File: src/rtl/ps_cfg_pkg.sv
package ps_cfg_pkg;

  typedef enum logic [2:0] {
    ST_IDLE,
    ST_HOLD,
    ST_SETTLE,
    ST_POLL,
    ST_SHIFT,
    ST_CHECK,
    ST_PAD
  } ld_state_t;

  typedef enum logic [1:0] {
    EC_NONE    = 2'd0,
    EC_NO_ACK  = 2'd1,
    EC_TIMEOUT = 2'd2,
    EC_NO_DONE = 2'd3
  } ld_err_t;

endpackage

File: src/rtl/ps_cfg_sync.sv
module ps_cfg_sync #(
  parameter int          W       = 2,
  parameter int          STAGES  = 2,
  parameter logic [W-1:0] RST_VAL = '0
) (
  input  logic         clk,
  input  logic         rst_n,
  input  logic [W-1:0] d,
  output logic [W-1:0] q
);

  logic [W-1:0] stg_q [STAGES];

  genvar gi;
  generate
    for (gi = 0; gi < STAGES; gi++) begin : g_stage
      if (gi == 0) begin : g_first
        always_ff @(posedge clk or negedge rst_n) begin
          if (!rst_n) stg_q[gi] <= RST_VAL;
          else        stg_q[gi] <= d;
        end
      end else begin : g_next
        always_ff @(posedge clk or negedge rst_n) begin
          if (!rst_n) stg_q[gi] <= RST_VAL;
          else        stg_q[gi] <= stg_q[gi-1];
        end
      end
    end
  endgenerate

  assign q = stg_q[STAGES-1];

endmodule

File: src/rtl/ps_cfg_timer.sv
module ps_cfg_timer #(
  parameter int W = 8
) (
  input  logic         clk,
  input  logic         rst_n,
  input  logic         load,
  input  logic [W-1:0] load_val,
  output logic         expired
);

  logic [W-1:0] cnt_q, cnt_d;
  logic         cnt_en;

  assign cnt_en = load || (cnt_q != '0);

  always_comb begin
    cnt_d = cnt_q;
    if (load)              cnt_d = load_val;
    else if (cnt_q != '0)  cnt_d = cnt_q - 1'b1;
  end

  always_ff @(posedge clk or negedge rst_n) begin
    if (!rst_n)      cnt_q <= '0;
    else if (cnt_en) cnt_q <= cnt_d;
  end

  assign expired = (cnt_q == '0);

endmodule

File: src/rtl/ps_cfg_shifter.sv
module ps_cfg_shifter #(
  parameter int PHASE_CYC = 2,
  parameter int PAD_CLKS  = 12
) (
  input  logic       clk,
  input  logic       rst_n,
  input  logic       go,
  input  logic       pad,
  input  logic [7:0] din,
  output logic       idle,
  output logic       sclk,
  output logic       sdat
);

  localparam int PW   = (PHASE_CYC > 1) ? $clog2(PHASE_CYC) : 1;
  localparam int NMAX = (PAD_CLKS > 8) ? PAD_CLKS : 8;
  localparam int BW   = $clog2(NMAX);
  localparam logic [PW-1:0] PH_LD  = PW'(PHASE_CYC - 1);
  localparam logic [BW-1:0] BIT_LD = BW'(7);
  localparam logic [BW-1:0] PAD_LD = BW'(PAD_CLKS - 1);

  logic          act_q, act_d;
  logic          hi_q, hi_d;
  logic          pad_q, pad_d;
  logic [PW-1:0] ph_q, ph_d;
  logic [BW-1:0] bit_q, bit_d;
  logic [7:0]    sr_q, sr_d;
  logic          upd_en;

  assign upd_en = act_q || go;

  always_comb begin
    act_d = act_q;
    hi_d  = hi_q;
    pad_d = pad_q;
    ph_d  = ph_q;
    bit_d = bit_q;
    sr_d  = sr_q;
    if (go && !act_q) begin
      act_d = 1'b1;
      pad_d = pad;
      hi_d  = pad;
      ph_d  = PH_LD;
      bit_d = pad ? PAD_LD : BIT_LD;
      sr_d  = pad ? 8'h00 : din;
    end else if (act_q) begin
      if (ph_q != '0) begin
        ph_d = ph_q - 1'b1;
      end else begin
        ph_d = PH_LD;
        if (hi_q == pad_q) begin
          hi_d = !hi_q;
        end else if (bit_q == '0) begin
          act_d = 1'b0;
          hi_d  = 1'b0;
        end else begin
          bit_d = bit_q - 1'b1;
          sr_d  = {1'b0, sr_q[7:1]};
          hi_d  = pad_q;
        end
      end
    end
  end

  always_ff @(posedge clk or negedge rst_n) begin
    if (!rst_n) begin
      act_q <= 1'b0;
      hi_q  <= 1'b0;
      pad_q <= 1'b0;
      ph_q  <= '0;
      bit_q <= '0;
      sr_q  <= '0;
    end else if (upd_en) begin
      act_q <= act_d;
      hi_q  <= hi_d;
      pad_q <= pad_d;
      ph_q  <= ph_d;
      bit_q <= bit_d;
      sr_q  <= sr_d;
    end
  end

  assign idle = !act_q;
  assign sclk = hi_q;
  assign sdat = sr_q[0];

  // data held steady across the whole high phase
  assert_dat_stable_R5: assert property (@(posedge clk) disable iff (!rst_n)
    (sclk && $past(sclk)) |-> $stable(sdat));

  // a new transfer is only requested once the previous one is finished
  assert_go_when_idle_R12: assert property (@(posedge clk) disable iff (!rst_n)
    go |-> idle);

endmodule

File: src/rtl/ps_cfg_master.sv
module ps_cfg_master
  import ps_cfg_pkg::*;
#(
  parameter int CLK_HZ      = 100_000_000,
  parameter int HOLD_NS     = 2000,
  parameter int SETTLE_NS   = 2000,
  parameter int TIMEOUT_US  = 100_000,
  parameter int PHASE_CYC   = 2,
  parameter int PAD_CLKS    = 12,
  parameter int CNT_W       = 16,
  parameter int SYNC_STAGES = 2
) (
  input  logic             clk,
  input  logic             rst_n,
  input  logic             start,
  input  logic [CNT_W-1:0] byte_count,
  input  logic             in_valid,
  input  logic [7:0]       in_data,
  output logic             in_ready,
  output logic             cfg_req_n,
  output logic             ser_clk,
  output logic             ser_dat,
  input  logic             tgt_stat_n,
  input  logic             tgt_done,
  output logic             busy,
  output logic             done,
  output logic             err,
  output logic [1:0]       err_code
);

  localparam longint HOLD_L   = (longint'(CLK_HZ) * longint'(HOLD_NS) + 64'd999_999_999) / 64'd1_000_000_000;
  localparam longint SETTLE_L = (longint'(CLK_HZ) * longint'(SETTLE_NS) + 64'd999_999_999) / 64'd1_000_000_000;
  localparam longint TOUT_L   = (longint'(CLK_HZ) / 64'd1_000_000) * longint'(TIMEOUT_US);
  localparam int HOLD_CYC   = (HOLD_L < 1) ? 1 : int'(HOLD_L);
  localparam int SETTLE_CYC = (SETTLE_L < 1) ? 1 : int'(SETTLE_L);
  localparam int TOUT_CYC   = (TOUT_L < 1) ? 1 : int'(TOUT_L);
  localparam int CHK_CYC    = SYNC_STAGES + 1;
  localparam int TMAX_A     = (HOLD_CYC > SETTLE_CYC) ? HOLD_CYC : SETTLE_CYC;
  localparam int TMAX_B     = (TOUT_CYC > CHK_CYC) ? TOUT_CYC : CHK_CYC;
  localparam int TMAX       = (TMAX_A > TMAX_B) ? TMAX_A : TMAX_B;
  localparam int TW         = $clog2(TMAX + 1);

  // reset: asynchronous assertion, synchronous release
  logic [1:0] rs_pipe_q;
  logic       rs_n;
  always_ff @(posedge clk or negedge rst_n) begin
    if (!rst_n) rs_pipe_q <= 2'b00;
    else        rs_pipe_q <= {rs_pipe_q[0], 1'b1};
  end
  assign rs_n = rs_pipe_q[1];

  // target status synchronisers
  logic [1:0] tgt_s;
  logic       stat_n_s, done_s;
  ps_cfg_sync #(.W(2), .STAGES(SYNC_STAGES), .RST_VAL(2'b01)) u_sync (
    .clk  (clk),
    .rst_n(rs_n),
    .d    ({tgt_done, tgt_stat_n}),
    .q    (tgt_s)
  );
  assign stat_n_s = tgt_s[0];
  assign done_s   = tgt_s[1];

  // phase timer
  logic          tmr_load, tmr_exp;
  logic [TW-1:0] tmr_val;
  ps_cfg_timer #(.W(TW)) u_timer (
    .clk     (clk),
    .rst_n   (rs_n),
    .load    (tmr_load),
    .load_val(tmr_val),
    .expired (tmr_exp)
  );

  // bit serializer
  logic sh_go, sh_pad, sh_idle;
  ps_cfg_shifter #(.PHASE_CYC(PHASE_CYC), .PAD_CLKS(PAD_CLKS)) u_shift (
    .clk  (clk),
    .rst_n(rs_n),
    .go   (sh_go),
    .pad  (sh_pad),
    .din  (in_data),
    .idle (sh_idle),
    .sclk (ser_clk),
    .sdat (ser_dat)
  );

  ld_state_t        st_q, st_d;
  logic [CNT_W-1:0] rem_q, rem_d;
  ld_err_t          code_q, code_d;
  logic             err_set, done_set;
  logic             req_n_q, busy_q, done_q, err_q;

  assign in_ready = (st_q == ST_SHIFT) && sh_idle && (rem_q != '0);

  always_comb begin
    st_d     = st_q;
    rem_d    = rem_q;
    code_d   = code_q;
    tmr_load = 1'b0;
    tmr_val  = '0;
    err_set  = 1'b0;
    done_set = 1'b0;
    sh_go    = 1'b0;
    sh_pad   = 1'b0;
    unique case (st_q)
      ST_IDLE: begin
        if (start) begin
          st_d     = ST_HOLD;
          rem_d    = byte_count;
          code_d   = EC_NONE;
          tmr_load = 1'b1;
          tmr_val  = TW'(HOLD_CYC - 1);
        end
      end
      ST_HOLD: begin
        if (tmr_exp) begin
          if (!stat_n_s) begin
            st_d     = ST_SETTLE;
            tmr_load = 1'b1;
            tmr_val  = TW'(SETTLE_CYC - 1);
          end else begin
            st_d    = ST_IDLE;
            err_set = 1'b1;
            code_d  = EC_NO_ACK;
          end
        end
      end
      ST_SETTLE: begin
        if (tmr_exp) begin
          st_d     = ST_POLL;
          tmr_load = 1'b1;
          tmr_val  = TW'(TOUT_CYC - 1);
        end
      end
      ST_POLL: begin
        if (stat_n_s) begin
          st_d = ST_SHIFT;
        end else if (tmr_exp) begin
          st_d    = ST_IDLE;
          err_set = 1'b1;
          code_d  = EC_TIMEOUT;
        end
      end
      ST_SHIFT: begin
        if (sh_idle) begin
          if (rem_q == '0) begin
            st_d     = ST_CHECK;
            tmr_load = 1'b1;
            tmr_val  = TW'(CHK_CYC - 1);
          end else if (in_valid) begin
            sh_go = 1'b1;
            rem_d = rem_q - 1'b1;
          end
        end
      end
      ST_CHECK: begin
        if (tmr_exp) begin
          if (done_s) begin
            st_d   = ST_PAD;
            sh_go  = 1'b1;
            sh_pad = 1'b1;
          end else begin
            st_d    = ST_IDLE;
            err_set = 1'b1;
            code_d  = EC_NO_DONE;
          end
        end
      end
      ST_PAD: begin
        if (sh_idle) begin
          st_d     = ST_IDLE;
          done_set = 1'b1;
        end
      end
      default: st_d = ST_IDLE;
    endcase
  end

  always_ff @(posedge clk or negedge rs_n) begin
    if (!rs_n) begin
      st_q    <= ST_IDLE;
      rem_q   <= '0;
      code_q  <= EC_NONE;
      req_n_q <= 1'b1;
      busy_q  <= 1'b0;
      done_q  <= 1'b0;
      err_q   <= 1'b0;
    end else begin
      st_q    <= st_d;
      rem_q   <= rem_d;
      code_q  <= code_d;
      req_n_q <= (st_d != ST_HOLD);
      busy_q  <= (st_d != ST_IDLE);
      done_q  <= done_set;
      err_q   <= err_set;
    end
  end

  assign cfg_req_n = req_n_q;
  assign busy      = busy_q;
  assign done      = done_q;
  assign err       = err_q;
  assign err_code  = code_q;

  // request stays low for more than a single cycle once pulled
  assert_hold_low_R1: assert property (@(posedge clk) disable iff (!rs_n)
    $fell(cfg_req_n) |=> !cfg_req_n);

  // no serial clock while the reset request is active
  assert_no_clk_in_reset_R2: assert property (@(posedge clk) disable iff (!rs_n)
    !cfg_req_n |-> !ser_clk);

  // an abort leaves the link parked and reports a nonzero code
  assert_abort_park_R8: assert property (@(posedge clk) disable iff (!rs_n)
    err |-> (cfg_req_n && !ser_clk && !busy && (err_code != 2'd0)));

  // done is a single-cycle pulse with busy already dropped
  assert_done_pulse_R11: assert property (@(posedge clk) disable iff (!rs_n)
    done |=> !done);
  assert_done_not_busy_R11: assert property (@(posedge clk) disable iff (!rs_n)
    done |-> !busy);

  // a byte is only offered while the serial clock rests low
  assert_ready_clk_low_R12: assert property (@(posedge clk) disable iff (!rs_n)
    in_ready |-> !ser_clk);

endmodule

File: config.mk
export PLATFORM = sky130hd
export DESIGN_NAME = ps_cfg_master
export DESIGN_NICKNAME = d
export VERILOG_FILES = /design/src/rtl/ps_cfg_pkg.sv /design/src/rtl/ps_cfg_sync.sv /design/src/rtl/ps_cfg_timer.sv /design/src/rtl/ps_cfg_shifter.sv /design/src/rtl/ps_cfg_master.sv
export SDC_FILE = /design/constraint.sdc
export NUM_CORES = 1
export LEC_CHECK = 0
export ABC_AREA = 1
export BUFFER_PORTS_ARGS = -buffer_cell sky130_fd_sc_hd__buf_2
export CAP_MARGIN = 20
export CORE_UTILIZATION = 60
export CTS_BUF_LIST = sky130_fd_sc_hd__clkbuf_16
export CTS_CLUSTER_SIZE = 30
export DETAILED_ROUTE_END_ITERATION = 6
export HOLD_SLACK_MARGIN = 0.08
export PLACE_DENSITY_LB_ADDON = 0.25
export SYNTH_ARGS = -nofsm -noshare
export SYNTH_HDL_FRONTEND = slang
export SYNTH_SLANG_ARGS = --single-unit
File: constraint.sdc
create_clock -name clk -period 2.67 [get_ports clk]
set_clock_uncertainty 0.2 [all_clocks]
set_input_delay 0.267 -clock clk [delete_from_list [all_inputs] [get_ports clk]]
set_output_delay 0.267 -clock clk [all_outputs]
set_load 0.05 [all_outputs]
After elaboration in Yosys (flattened, before gate mapping)
Cells that the tools add are included.

Word-level logic and storage cells: 148. Bits in registers: 71. Bits of input ports: 30. Output and inout bits: 9.

Equal/unequal tests: 21. $add $sub $neg: 4. Muxes and demuxes: 81. Reductions and logical operators: 25.

Operators with widths (count): one-hot mux 24 bit (4 select lines) (1); 2-to-1 mux 24 bit (3); 2-to-1 mux 8 bit (9); 2-to-1 mux 16 bit (4); 2-to-1 mux 1 bit (32); one-hot mux 16 bit (2 select lines) (1); 2-to-1 mux 3 bit (10); logical NOT 24 bit (1); 2-to-1 mux 4 bit (6); nonzero test 24 bit (1); subtractor 24 x 1 -> 24 bit (second input constant) (1); one-hot mux 3 bit (7 select lines) (1); 2-to-1 mux 2 bit (10); inequality test 2 bit (second input constant) (10); logical NOT 16 bit (1); nonzero test 16 bit (1); subtractor 16 x 1 -> 16 bit (second input constant) (1); AND reduction 5 bit (2); equality test 3 bit (second input constant) (3); one-hot mux 2 bit (4 select lines) (1); AND reduction 8 bit (1); equality test 3 x 2 -> 1 bit (second input constant) (2); inequality test 2 x 1 -> 1 bit (second input constant) (3); AND reduction 2 bit (3); other kinds (17) (23).

Depth between registers and ports, before layout
Gate-level depths: netlist (run 1).

Depth after elaboration: 7. Mapped depth: 13. Mapped depth without buffers: 12.

Cells and area by module
Synthesis (run 1) repeated with hierarchy kept, for this count alone.

Cells, all modules: 662. Area total of the unflattened synthesis: 4560.6 um^2.

Modules (own cells, without submodules): ps_cfg_master (instances 1, area an instance 1860.5 um^2, cells each 273, sequential area each 676.9 um^2); ps_cfg_timer (instances 1, area an instance 1694.1 um^2, cells each 266, sequential area each 600.6 um^2); ps_cfg_shifter (instances 1, area an instance 888.4 um^2, cells each 117, sequential area each 400.4 um^2); ps_cfg_sync (instances 1, area an instance 117.6 um^2, cells each 6, sequential area each 102.6 um^2).

Worst setup path before layout (run 1)
Ideal clock, no wire load.

Path kind: reg-to-output. From: register st_q[1]. To: output in_ready. Slack: 0.592 ns. Arrival time: 1.611 ns. Required time: 2.203 ns. Stages on the path, launching flop included: 6. Buffers on the path: 0. Cell sequence: dfrtp_1 nor2_1 inv_2 nor2_4 inv_1 a21oi_1.

Cells in the longest elaborated chain, start to end: 3.

RTL lines: from (decl) (line ps_cfg_master.sv:88) `ld_state_t st_q, st_d;`; from (signal assigned) (line ps_cfg_master.sv:190) `st_q <= st_d;`; equality test 3 bit (line ps_cfg_master.sv:94) `assign in_ready = (st_q == ST_SHIFT) && sh_idle && (rem_q != '0);`; logical AND 1 bit (2 in series) (line ps_cfg_master.sv:94); to (decl) (line ps_cfg_master.sv:19) `output logic in_ready,`.

Every way passes these cells.

Worst setup path in the final report (run 1)
From: register u_timer.cnt_q[1]. To: register u_timer.cnt_q[20].

Cells in the longest elaborated chain, start to end: 5. Elaborated cells on any way between the ends: 13. Classes of those cells: add/sub (1); mux (7); reduce/logical (5).

RTL lines: from (decl) (line ps_cfg_timer.sv:11) `logic [W-1:0] cnt_q, cnt_d;`; from (signal assigned) (line ps_cfg_timer.sv:24) `else if (cnt_en) cnt_q <= cnt_d;`; branches (longest 5 deep; another with subtractor 24 x 1 -> 24 bit).

Several ways; the timed one is not identified. The select of a mux whose other input is x is not followed. A chain may end at the register's enable or synchronous reset.

==> flow_summary.yaml, run 1 <==
worst_setup_path:
  worstPathMaxFanout: 13
  startpoint_type: "flop"
  path_common_cell: "nor2_2"
  cp_cell_sequence: "inv_1 > ha_1 > nand2_2 > nor2_8 > nand3_4 > nor2_4 > nor2_2 > nand2_4 > nor2_2 > a21oi_1"
  cpMaxStageDelayCell: "dfrtp_1"
  crit_type: "reg -> reg"
  crit_start: "u_timer.cnt_q[1]"
  cpPeakStageDelay_ns: 0.37
  end_kind: "flop"
  crit_family: "simple AND/OR/NAND/NOR gates"
  required_ns: 2.67
  cp_num_buf_inv: 1
  cp.arrival_ns: 2.24
  reg2reg_from: "u_timer.cnt_q[1]"
pwr:
  p_leak_nw: 2.57
  power_mw: 2.44
  p_per_area_nw_per_um2: 475
  ir_worst_vdd_mv: 0.412
final_layout:
  final_util: 0.748
  drive_above_1_share: 0.185
  postLayoutCellArea_um2: 5130
  stdcell_count: 738
  syn_to_final_growth_pct: 18.8
  fin_nets: 670
  antenna_cells: 0
placed_design:
  place_area_um2: 4570
  place_inst: 698
  gp_congestion: 0.873
  pre_cts_slack_ns: 0.470
  io_buffers: 38
  hpwl_um: 6720
synthesis:
  synth_top_area_frac: 0.394
  netlist_area_um2: 4320
  synthTopCellsByArea: "dfrtp_1, nand2_1, nor2_1"
  ys_ff_latch: 71
  syn_inst: 574
  syn_nets: 607
  synth_cell_types: 43
  synth-main-ff-cell: "dfrtp_1"
  synth_edf_count: 0
  async_flop_share: 1.00
  yosysWarnings: 0
  avgSynthCellArea_um2: 7.53
  yosysSeqAreaShare: 0.412
  synth_area_leader_cell: "dfrtp_1"
floorplanning:
  core-area_um2: 6870
  die_y_um: 86.9
  die_width_um: 86.9
  fp-row-count: 30
  dieArea_um2: 7550
  num_io_pins: 39
  start_util: 0.629
clock_network:
  htree_num_levels: 3
  clock_sinks: 71
  clk-insertion-delay-late_ns: 0.33
  cts-root-buf: "clkbuf_16"
  cts_buffers: 9
  clockBufferDepth: 2
  cts_tree: "yes"
  post-cts-setup-buffer-count: 0
  clk_pin_slew_ns: 0.06
timing:
  relSlewSlack: 0.628
  fmax_mhz: 447
  grt_setup_unrepaired: "no"
  fin_setup_tns_ns: 0
  fin_ws_ns: 0.432
  timing_hold_violations_final: 0
  tightest_slew_ns: 0.553
  setup_violations: 0
  min_period_ns: 2.24
  holdWs_ns: 0.0722
  slew_violations: 0
  fin_crit_sh: 0.838
routing:
  wl_um: 9770
  firstDrtPassIters: 6
  via_count: 3889
  drc_errors: 0
  drtIter0Drc: 211
  ant_nets: 0
  wire_per_inst_um: 13.2
  vias_per_cell: 5.27
global_routing:
  grt-ovfl-total: 0
  grt_pass1_wl_um: 16800
  grt_usage: 0.287
  grt_max_degree: 50
  antenna_found_initial: 0
  grt_pass1_vias: 3730
flow_run:
  maxCapViolCount: 0
min_path:
  hp-class: "reg -> async"
status:
  status: "complete, no violations"
synth_stat cells (2+ instances only):
| master | instances |
|---|---|
| a21oi_1 | 15 |
| a31oi_1 | 3 |
| buf_2 | 7 |
| buf_6 | 5 |
| dfrtp_1 | 68 |
| dfstp_2 | 3 |
| ha_1 | 3 |
| inv_1 | 47 |
| inv_2 | 10 |
| nand2_1 | 153 |
| nand2_2 | 10 |
| nand2_4 | 5 |
| nand3_1 | 39 |
| nand3_2 | 3 |
| nand3_4 | 2 |
| nand4_1 | 5 |
| nor2_1 | 87 |
| nor2_2 | 9 |
| nor2_4 | 8 |
| nor2_8 | 2 |
| nor3_1 | 6 |
| nor3_2 | 2 |
| nor4_1 | 2 |
| o211ai_1 | 2 |
| o21ai_0 | 23 |
| o21ai_1 | 12 |
| o21ai_2 | 3 |
| o22ai_1 | 3 |
| o31ai_1 | 2 |
| xnor2_1 | 15 |
| xor2_1 | 8 |
final cells by class:
cell class / instances / area (um^2)
Clock buffer: 9 / 225
Clock inverter: 7 / 90.1
Tap cell: 96 / 120
Sequential cell: 71 / 1780
Inverter: 57 / 214
Timing Repair Buffer: 66 / 478
Multi-Input combinational cell: 432 / 2230
Fill cell: 511 / 1730
cells in the final DEF (no fill, tap or decap), types with 2 or more instances in the layout:
| master | instances |
|---|---|
| o21ai_2 | 3 |
| xnor2_1 | 15 |
| nand3_2 | 3 |
| nor2_2 | 9 |
| o22ai_1 | 3 |
| bufinv_16 | 2 |
| nand2_2 | 10 |
| o21ai_0 | 23 |
| nor3_1 | 6 |
| inv_1 | 48 |
| nand4_1 | 5 |
| dfstp_2 | 3 |
| clkbuf_16 | 9 |
| xor2_1 | 8 |
| buf_4 | 3 |
| dfrtp_1 | 67 |
| nand3_4 | 2 |
| a21oi_1 | 15 |
| nand3_1 | 39 |
| dlygate4sd3_1 | 23 |
| buf_2 | 38 |
| ha_1 | 3 |
| o31ai_1 | 2 |
| nand2_1 | 153 |
| o211ai_1 | 2 |
| nand2_4 | 5 |
| nor4_1 | 2 |
| clkinv_2 | 2 |
| o21ai_1 | 12 |
| a31oi_1 | 3 |
| nor2_4 | 8 |
| nor3_2 | 2 |
| inv_2 | 10 |
| nor2_8 | 2 |
| nor2_1 | 87 |
what timing repair did:
item / 4_1_cts / 5_1_grt
endpoints found under the setup margin: 0 / 0
gates resized for setup: 0 / 0
hold endpoints to repair: 42 / 0
hold buffers: 23 / 0
cells by family (layout without fill, tap and decap cells):
group                    Yosys count  after routing  synth area share
buffers and inverters             71            139            0.0732
AO/OA/AOI/OAI                     67             67            0.0886
AND/OR/NAND/NOR                  338            338             0.370
flip-flops                        71             71             0.412
XOR/XNOR                          23             23            0.0466
adder cells (fa/ha/maj)            3              3           0.00868
other                              1              1          0.000867
sequential cells by signal, indices dropped and copies added, names as in the netlist, 2 cells and up:
signal,count
err_code,2
rem_q,16
rs_pipe_q,2
st_q,3
u_shift.bit_q,4
u_shift.sr_q,8
u_sync.q,2
u_sync.stg_q,2
u_timer.cnt_q,24
path summary, 6_finish.rpt:
check                      slack (ns)                end  depth (start not counted)
setup / recovery                 0.43  u_timer.cnt_q[20]                         10
hold / removal                   0.07    u_shift.sr_q[7]                          1
setup reg to reg                 0.43  u_timer.cnt_q[20]                         10
hold reg to reg                  0.07    u_shift.sr_q[7]                          1
max in group asynchronous        1.45  u_timer.cnt_q[18]                          2
min in group clk                 0.09           rem_q[0]                          5
metal layers:
| metal | wire (um) | vias up | part of all wire | track usage |
|---|---|---|---|---|
| met2 | 4770 | 145 | 0.49 | 0.495 |
| met1 | 4290 | 1790 | 0.44 | 0.353 |
| met5 | 0 | - | 0 | 0 |
| met4 | 116 | 0 | 0.012 | 0.0909 |
| met3 | 593 | 10 | 0.061 | 0.0701 |
| li1 | - | 1944 | - | - |
power by group:
group	internal, mW	switching, mW
logic	0.0475	0.0400
registers	1.08	0.00289
clock network	0.812	0.452
Power figures use the tool's default switching activity.
==> inputs of run 2 (changes only) <==
--- a/config.mk
+++ b/config.mk
@@ -5,10 +5,10 @@
 export SDC_FILE = /design/constraint.sdc
 export NUM_CORES = 1
 export LEC_CHECK = 0
-export ABC_AREA = 1
+export ABC_AREA = 0
 export BUFFER_PORTS_ARGS = -buffer_cell sky130_fd_sc_hd__buf_2
 export CAP_MARGIN = 20
-export CORE_UTILIZATION = 60
+export CORE_UTILIZATION = 53
 export CTS_BUF_LIST = sky130_fd_sc_hd__clkbuf_16
 export CTS_CLUSTER_SIZE = 30
 export DETAILED_ROUTE_END_ITERATION = 6
==> constraint.sdc (replaced) <==
create_clock -name clk -period 2 [get_ports clk]
set_clock_uncertainty 0.2 [all_clocks]
set_input_delay 0.2 -clock clk [delete_from_list [all_inputs] [get_ports clk]]
set_output_delay 0.2 -clock clk [all_outputs]
set_load 0.05 [all_outputs]
==> flow_summary.yaml, run 2 <==
clock_network:
  clock_sinks: 71
  cts_buffers: 9
  cts-root-buf: "clkbuf_16"
  htree_num_levels: 3
  clockBufferDepth: 2
global_routing:
  grt_max_degree: 57
  grt_usage: 0.927
  grt-ovfl-total: 432
synthesis:
  synth_cell_types: 55
  synth.most_common_cell: "dfrtp_1"
  syn_inst: 418
  async_flop_share: 1.00
  synthTopCellsByArea: "dfrtp_1, o21ai_0, nor2_1"
  synth-main-ff-cell: "dfrtp_1"
  synth_top_area_frac: 0.448
  syn_nets: 451
  yosysWarnings: 0
  synth_edf_count: 0
  netlist_area_um2: 3800
  ys_ff_latch: 71
  yosysSeqAreaShare: 0.468
  avgSynthCellArea_um2: 9.10
  yosys-top-cells-count: "dfrtp_1, nor2_1, nand2_1"
  synth_area_leader_cell: "dfrtp_1"
floorplanning:
  num_io_pins: 39
  start_util: 0.554
  die_width_um: 86.7
  die_y_um: 86.7
  fp-row-count: 30
timing:
  worst_path_end_type: "register input"
  grt_repair_worst_endpoint: "rem_q[13]$_DFFE_PN0P_/D"
status:
  haltStage: "global routing"
  status: "did not finish"
  firstError: "[ERROR GRT-0232] Routing congestion too high. Check the congestion heatmap in the GUI."
placed_design:
  place_inst: 631
  gp_congestion: 0.915
  hpwl_um: 6710
  place_area_um2: 4940
  pre_cts_slack_ns: -0.389
  io_buffers: 38
run 2: changes by cell type after synthesis, moves of 11 or more:
cell,delta
o31ai_1,+12
nor3_1,+16
a21oi_1,+16
nor2_1,-42
nand3_1,-31
o21ai_0,+11
inv_1,-35
o21ai_1,-11
nand2_1,-116
run 2: cells by family after synthesis:
logic type | share of synthesized area
compound gates | 0.191
xor+xnor | 0.0369
fa+ha+maj | 0.00987
buf+inv | 0.0309
flops | 0.468
mux | 0.0263
other cells | 0.000986
simple gates | 0.236
run 2: per-layer routing:
layer / overflow / track usage
met5: 0 / 0.161
met1: 1 / 0.867
met3: 4 / 0.686
met2: 308 / 1.19
met4: 119 / 1.07
run 2: timing repair:
| action | 4_1_cts |
|---|---|
| pin swaps | 40 |
| endpoints found under the hold margin | 41 |
| gates cloned | 7 |
| setup endpoints to repair | 63 |
| buffers inserted | 20 |
| gates resized for setup | 125 |
| hold buffers | 29 |
run 2: through the flow:
step / TNS [ns] / util
after floorplan: -11.36 / -
after global placement: -9.31 / 0.719
after detailed placement: -11.46 / 0.719
after CTS: -12.23 / 0.926
==> inputs of run 3 (changes only) <==
--- a/config.mk
+++ b/config.mk
@@ -8,12 +8,9 @@
 export ABC_AREA = 0
 export BUFFER_PORTS_ARGS = -buffer_cell sky130_fd_sc_hd__buf_2
 export CAP_MARGIN = 20
-export CORE_UTILIZATION = 53
-export CTS_BUF_LIST = sky130_fd_sc_hd__clkbuf_16
-export CTS_CLUSTER_SIZE = 30
+export CORE_UTILIZATION = 40
 export DETAILED_ROUTE_END_ITERATION = 6
-export HOLD_SLACK_MARGIN = 0.08
-export PLACE_DENSITY_LB_ADDON = 0.25
+export PLACE_DENSITY_LB_ADDON = 0.15
 export SYNTH_ARGS = -nofsm -noshare
 export SYNTH_HDL_FRONTEND = slang
 export SYNTH_SLANG_ARGS = --single-unit
==> constraint.sdc (replaced) <==
create_clock -name clk -period 2.6 [get_ports clk]
set_clock_uncertainty 0.2 [all_clocks]
set_input_delay 0.26 -clock clk [delete_from_list [all_inputs] [get_ports clk]]
set_output_delay 0.26 -clock clk [all_outputs]
set_load 0.05 [all_outputs]
==> flow_summary.yaml, run 3 <==
pwr:
  ir_worst_vdd_mv: 0.274
  p_leak_nw: 2.04
  power_mw: 2.36
  p_per_area_nw_per_um2: 491
final_layout:
  fin_nets: 533
  fill_cells: 882
  antenna_cells: 0
  final_common_cell: "dfrtp_1"
  drive_above_1_share: 0.218
  largest_reg_flops: 24
  stdcell_count: 634
  largest_register: "u_timer.cnt_q"
  final_cell_mix: "dfrtp_1, nor2_1, nand2_1, buf_2, o21ai_0"
  postLayoutCellArea_um2: 4800
  multiInputGateArea_um2: 1940
  regArea_um2: 1780
  reg.largest.list: "u_timer.cnt_q (24), rem_q (16), u_shift.sr_q (8)"
  final_util: 0.520
  syn_to_final_growth_pct: 26.3
worst_setup_path:
  cpPeakStageDelay_ns: 0.54
  startpoint_type: "flop"
  cp.arrival_ns: 2.53
  crit_type: "reg -> reg"
  required_ns: 2.63
  cp_cell_sequence: "or4_4 > or4_4 > or3_4 > nor3_4 > o21ai_0 > o2bb2ai_1"
  reg2reg_setup_slack_ns: 0.1
  worstPathMaxFanout: 5
  path_common_cell: "or4_4"
  end_kind: "flop"
  cpMaxStageDelayCell: "or4_4"
min_path:
  hp-class: "in -> reg"
synthesis:
  synth_top_area_frac: 0.448
  syn_inst: 418
  synth_adder_area_share: 0.00987
  synth.most_common_cell: "dfrtp_1"
  syn_nets: 451
  synthMuxAreaShare: 0.0263
  ys_ff_latch: 71
  netlist_area_um2: 3800
  synth-compound-area-share: 0.191
  synth_area_leader_cell: "dfrtp_1"
  yosys-top-cells-count: "dfrtp_1, nor2_1, nand2_1"
  yosysSeqAreaShare: 0.468
  synth_edf_count: 0
  synthTopCellsByArea: "dfrtp_1, o21ai_0, nor2_1"
  synth_top_family_by_area: "simple AND/OR/NAND/NOR gates"
  synth_cell_types: 55
  async_flop_share: 1.00
  yosysWarnings: 0
  synth_simple_gate_area_share: 0.236
  synth_xor_area_frac: 0.0369
  synth-main-ff-cell: "dfrtp_1"
  avgSynthCellArea_um2: 9.10
global_routing:
  antenna_found_initial: 0
  grt_max_degree: 61
  grt-ovfl-total: 0
  grt_pass1_wl_um: 15300
  grt_usage: 0.194
  grt_pass1_vias: 3150
routing:
  wl_um: 8990
  drtIter0Drc: 205
  vias_per_cell: 5.29
  ant_nets: 0
  drc_errors: 0
  firstDrtPassIters: 4
  wire_per_inst_um: 14.2
  via_count: 3357
floorplanning:
  die_y_um: 99.5
  core-area_um2: 9240
  num_io_pins: 39
  dieArea_um2: 9900
  fp-row-count: 35
  start_util: 0.412
  die_width_um: 99.5
clock_network:
  clk-insertion-delay-late_ns: 0.34
  clock_sinks: 71
  htree_num_levels: 3
  cts_buffers: 9
  cts_tree: "yes"
  clockBufferDepth: 2
  cts-root-buf: "clkbuf_8"
  clk_pin_slew_ns: 0.08
timing:
  relSlewSlack: 0.660
  setup_violations: 0
  timing_hold_violations_final: 0
  holdWs_ns: 0.0155
  tightest_slew_ns: 0.507
  slew_violations: 0
  fin_crit_sh: 0.962
  min_period_ns: 2.50
  fin_ws_ns: 0.0999
  fin_setup_tns_ns: 0
  fmax_mhz: 400
flow_run:
  maxCapViolCount: 0
placed_design:
  place_inst: 598
  pre_cts_slack_ns: 0.101
  hpwl_um: 6040
  io_buffers: 38
  place_area_um2: 4330
  gp_congestion: 0.814
status:
  status: "complete, no violations"
run 3: report_power, final:
group	switching (mW)	leakage, nW	total [mW]	internal, mW
combinational	0.0687	1.06	0.128	0.0592
clock	0.434	0.120	1.10	0.666
sequential	0.0111	0.860	1.13	1.12
total	0.514	2.04	2.36	1.85
run 3: cell type report:
| class | count | share of cell area |
|---|---|---|
| multi-input combinational | 318 | 0.403 |
| timing repair buffer | 88 | 0.131 |
| clock buffer | 11 | 0.0294 |
| inverter | 12 | 0.00938 |
| sequential | 71 | 0.371 |
| clock inverter | 5 | 0.0221 |
| tap | 129 | 0.0336 |
run 3: final timing paths:
check / to / cells past startpoint / from
max: rem_q[11] / 6 / rem_q[2]
min: rem_q[2] / 3 / byte_count[2]
max reg2reg: rem_q[11] / 6 / rem_q[2]
min reg2reg: u_shift.bit_q[0] / 1 / rs_pipe_q[1]
max in group asynchronous: rem_q[2] / 1 / rs_pipe_q[1]
min in group asynchronous: rs_pipe_q[1] / 2 / rst_n
run 3: metal layers:
| layer | routed length [um] | GRT usage | share of wire | vias to the layer above |
|---|---|---|---|---|
| met2 | 4280 | 0.306 | 0.48 | 61 |
| met4 | 48 | 0.0645 | 0.0053 | 0 |
| met5 | 0 | 0 | 0 | - |
| li1 | - | - | - | 1683 |
| met3 | 329 | 0.0330 | 0.037 | 4 |
| met1 | 4330 | 0.273 | 0.48 | 1609 |
run 3: kinds of logic after synthesis:
group	after synthesis
AOI/OAI and AO/OA	117
xor gates and xnor gates	16
adders and majority gates	3
buffers and inverters	29
DFF	71
muxes	10
other	1
and+or+nand+nor	171
run 3: timing repair:
item                       CTS  global route
hold endpoints to repair    25             0
setup endpoints to repair    0             7
resized for setup            0            11
hold buffers                16             0
buffers inserted             0             3
run 3: critical path: cells and delay by family (launching register included):
kind	cells	cell delay, ns
AOI/OAI and AO/OA	2	0.24
and+or+nand+nor	4	1.51
DFF	1	0.43
==> inputs of run 4 (changes only) <==
==> constraint.sdc (replaced) <==
create_clock -name clk -period 2.9 [get_ports clk]
set_clock_uncertainty 0.2 [all_clocks]
set_input_delay 0.29 -clock clk [delete_from_list [all_inputs] [get_ports clk]]
set_output_delay 0.29 -clock clk [all_outputs]
set_load 0.05 [all_outputs]
==> flow_summary.yaml, run 4 (synthesis results as in run 3) <==
global_routing:
  grt-ovfl-total: 0
  grt_pass1_vias: 3161
  grt_usage: 0.197
  grt_pass1_wl_um: 15300
  grt_max_degree: 55
  antenna_found_initial: 0
clock_network:
  clockBufferDepth: 2
  cts-root-buf: "clkbuf_8"
  cts_tree: "yes"
  cts_buffers: 9
  htree_num_levels: 3
  clk-insertion-delay-late_ns: 0.35
  post-cts-setup-buffer-count: 0
  clk_pin_slew_ns: 0.08
  clock_sinks: 71
status:
  status: "finished, violations left"
  violations: "negative hold slack"
final_layout:
  largest_register: "u_timer.cnt_q"
  antenna_cells: 0
  largest_reg_flops: 24
  drive_above_1_share: 0.194
  final_common_cell: "dfrtp_1"
  final_cell_mix: "dfrtp_1, nor2_1, buf_2"
  fin_nets: 518
  reg.largest.list: "u_timer.cnt_q (24), rem_q (16), u_shift.sr_q (8)"
  final_util: 0.501
  syn_to_final_growth_pct: 21.8
worst_setup_path:
  r2r_end: "u_timer.cnt_q[12]"
  reg2reg_depth: 9
  required_ns: 2.93
  crit_start: "u_timer.cnt_q[0]"
  crit_path_end: "u_timer.cnt_q[12]"
  cp.arrival_ns: 2.59
  startpoint_type: "flop"
  worstPathMaxFanout: 15
  end_kind: "flop"
  reg2reg_from: "u_timer.cnt_q[0]"
  reg2reg_setup_slack_ns: 0.34
  crit_type: "reg -> reg"
routing:
  firstDrtPassIters: 4
  wire_per_inst_um: 14.2
  vias_per_cell: 5.25
  drtIter0Drc: 165
  drc_errors: 0
  via_count: 3249
  wl_um: 8800
  ant_nets: 0
floorplanning:
  die_width_um: 99.5
  fp-row-count: 35
  die_y_um: 99.5
  core-area_um2: 9240
  start_util: 0.412
  num_io_pins: 39
  dieArea_um2: 9900
placed_design:
  io_buffers: 38
  pre_cts_slack_ns: 0.261
  gp_congestion: 0.803
  hpwl_um: 6080
timing:
  holdWs_ns: -0.00592
  grt_setup_unrepaired: "no"
  fmax_mhz: 391
  timing_hold_violations_final: 15
  relSlewSlack: 0.599
  fin_setup_tns_ns: 0
  slew_violations: 0
  tightest_slew_ns: 0.598
  fin_crit_sh: 0.883
  setup_violations: 0
  fin_ws_ns: 0.339
  min_period_ns: 2.56
pwr:
  power_mw: 2.03
  ir_worst_vdd_mv: 0.260
  p_per_area_nw_per_um2: 439
  p_int_mw: 1.57
  clkPwrFrac: 0.449
  power_frac_seq: 0.501
  combPwrFrac: 0.050
  switching_share: 0.230
  p_sw_mw: 0.469
  p_leak_nw: 1.97
flow_run:
  maxCapViolCount: 0
min_path:
  hp-class: "reg -> async"
run 4: final cells by class:
class | count | area, um^2
Fill cell | 875 | 4610
Multi-Input combinational cell | 318 | 1910
Sequential cell | 71 | 1780
Timing Repair Buffer | 73 | 502
Tap cell | 129 | 161
Clock buffer | 10 | 138
Clock inverter | 6 | 91.3
Inverter | 12 | 45.0
run 4: layer usage:
metal / up-vias / track usage / routed length (um)
li1: 1656 / - / -
met5: - / 0 / 0
met1: 1537 / 0.264 / 4330
met4: 0 / 0.0871 / 159
met3: 11 / 0.0316 / 232
met2: 45 / 0.315 / 4080
run 4: timing repair:
| action | 4_1_cts | 5_1_grt |
|---|---|---|
| resized for setup | 0 | 1 |
| endpoints found under the hold margin | 14 | 0 |
| setup endpoints to repair | 0 | 2 |
| hold buffers | 13 | 0 |
run 4: worst min path at each step:
stage | endpoint
floorplan | rs_pipe_q[0]
global placement | rs_pipe_q[0]
detailed placement | rs_pipe_q[0]
CTS | rem_q[13]
global route | rem_q[13]
finish | rem_q[10]
run 4: critical path, cell delays in order (launching register included):
cell and delay, ns:
dfrtp_1 0.41, inv_1 0.11, ha_1 0.20, nor3b_2 0.31, nand4_1 0.22, buf_4 0.22
nor2_1 0.13, a21o_1 0.42, nand2b_1 0.16, a21boi_1 0.06
run 4: power by group through the flow:
stage / clock (mW) / combinational (mW) / sequential, mW
final: 0.913 / 0.103 / 1.02
after global routing: 0.981 / 0.116 / 1.02
after CTS: 0.941 / 0.104 / 1.02
after detailed placement: 0 / 0.0907 / 1.04
after global placement: 0 / 0.0893 / 1.04
after floorplan: 0 / 0.0397 / 1.05
run 4: stage by stage:
stage          cell area (um^2)  instances
6_report                   4630        619
5_1_grt                    4630        619
4_1_cts                    4620        618
3_5_place_dp               4260        589
3_3_place_gp               4260        589
2_1_floorplan              3800        418
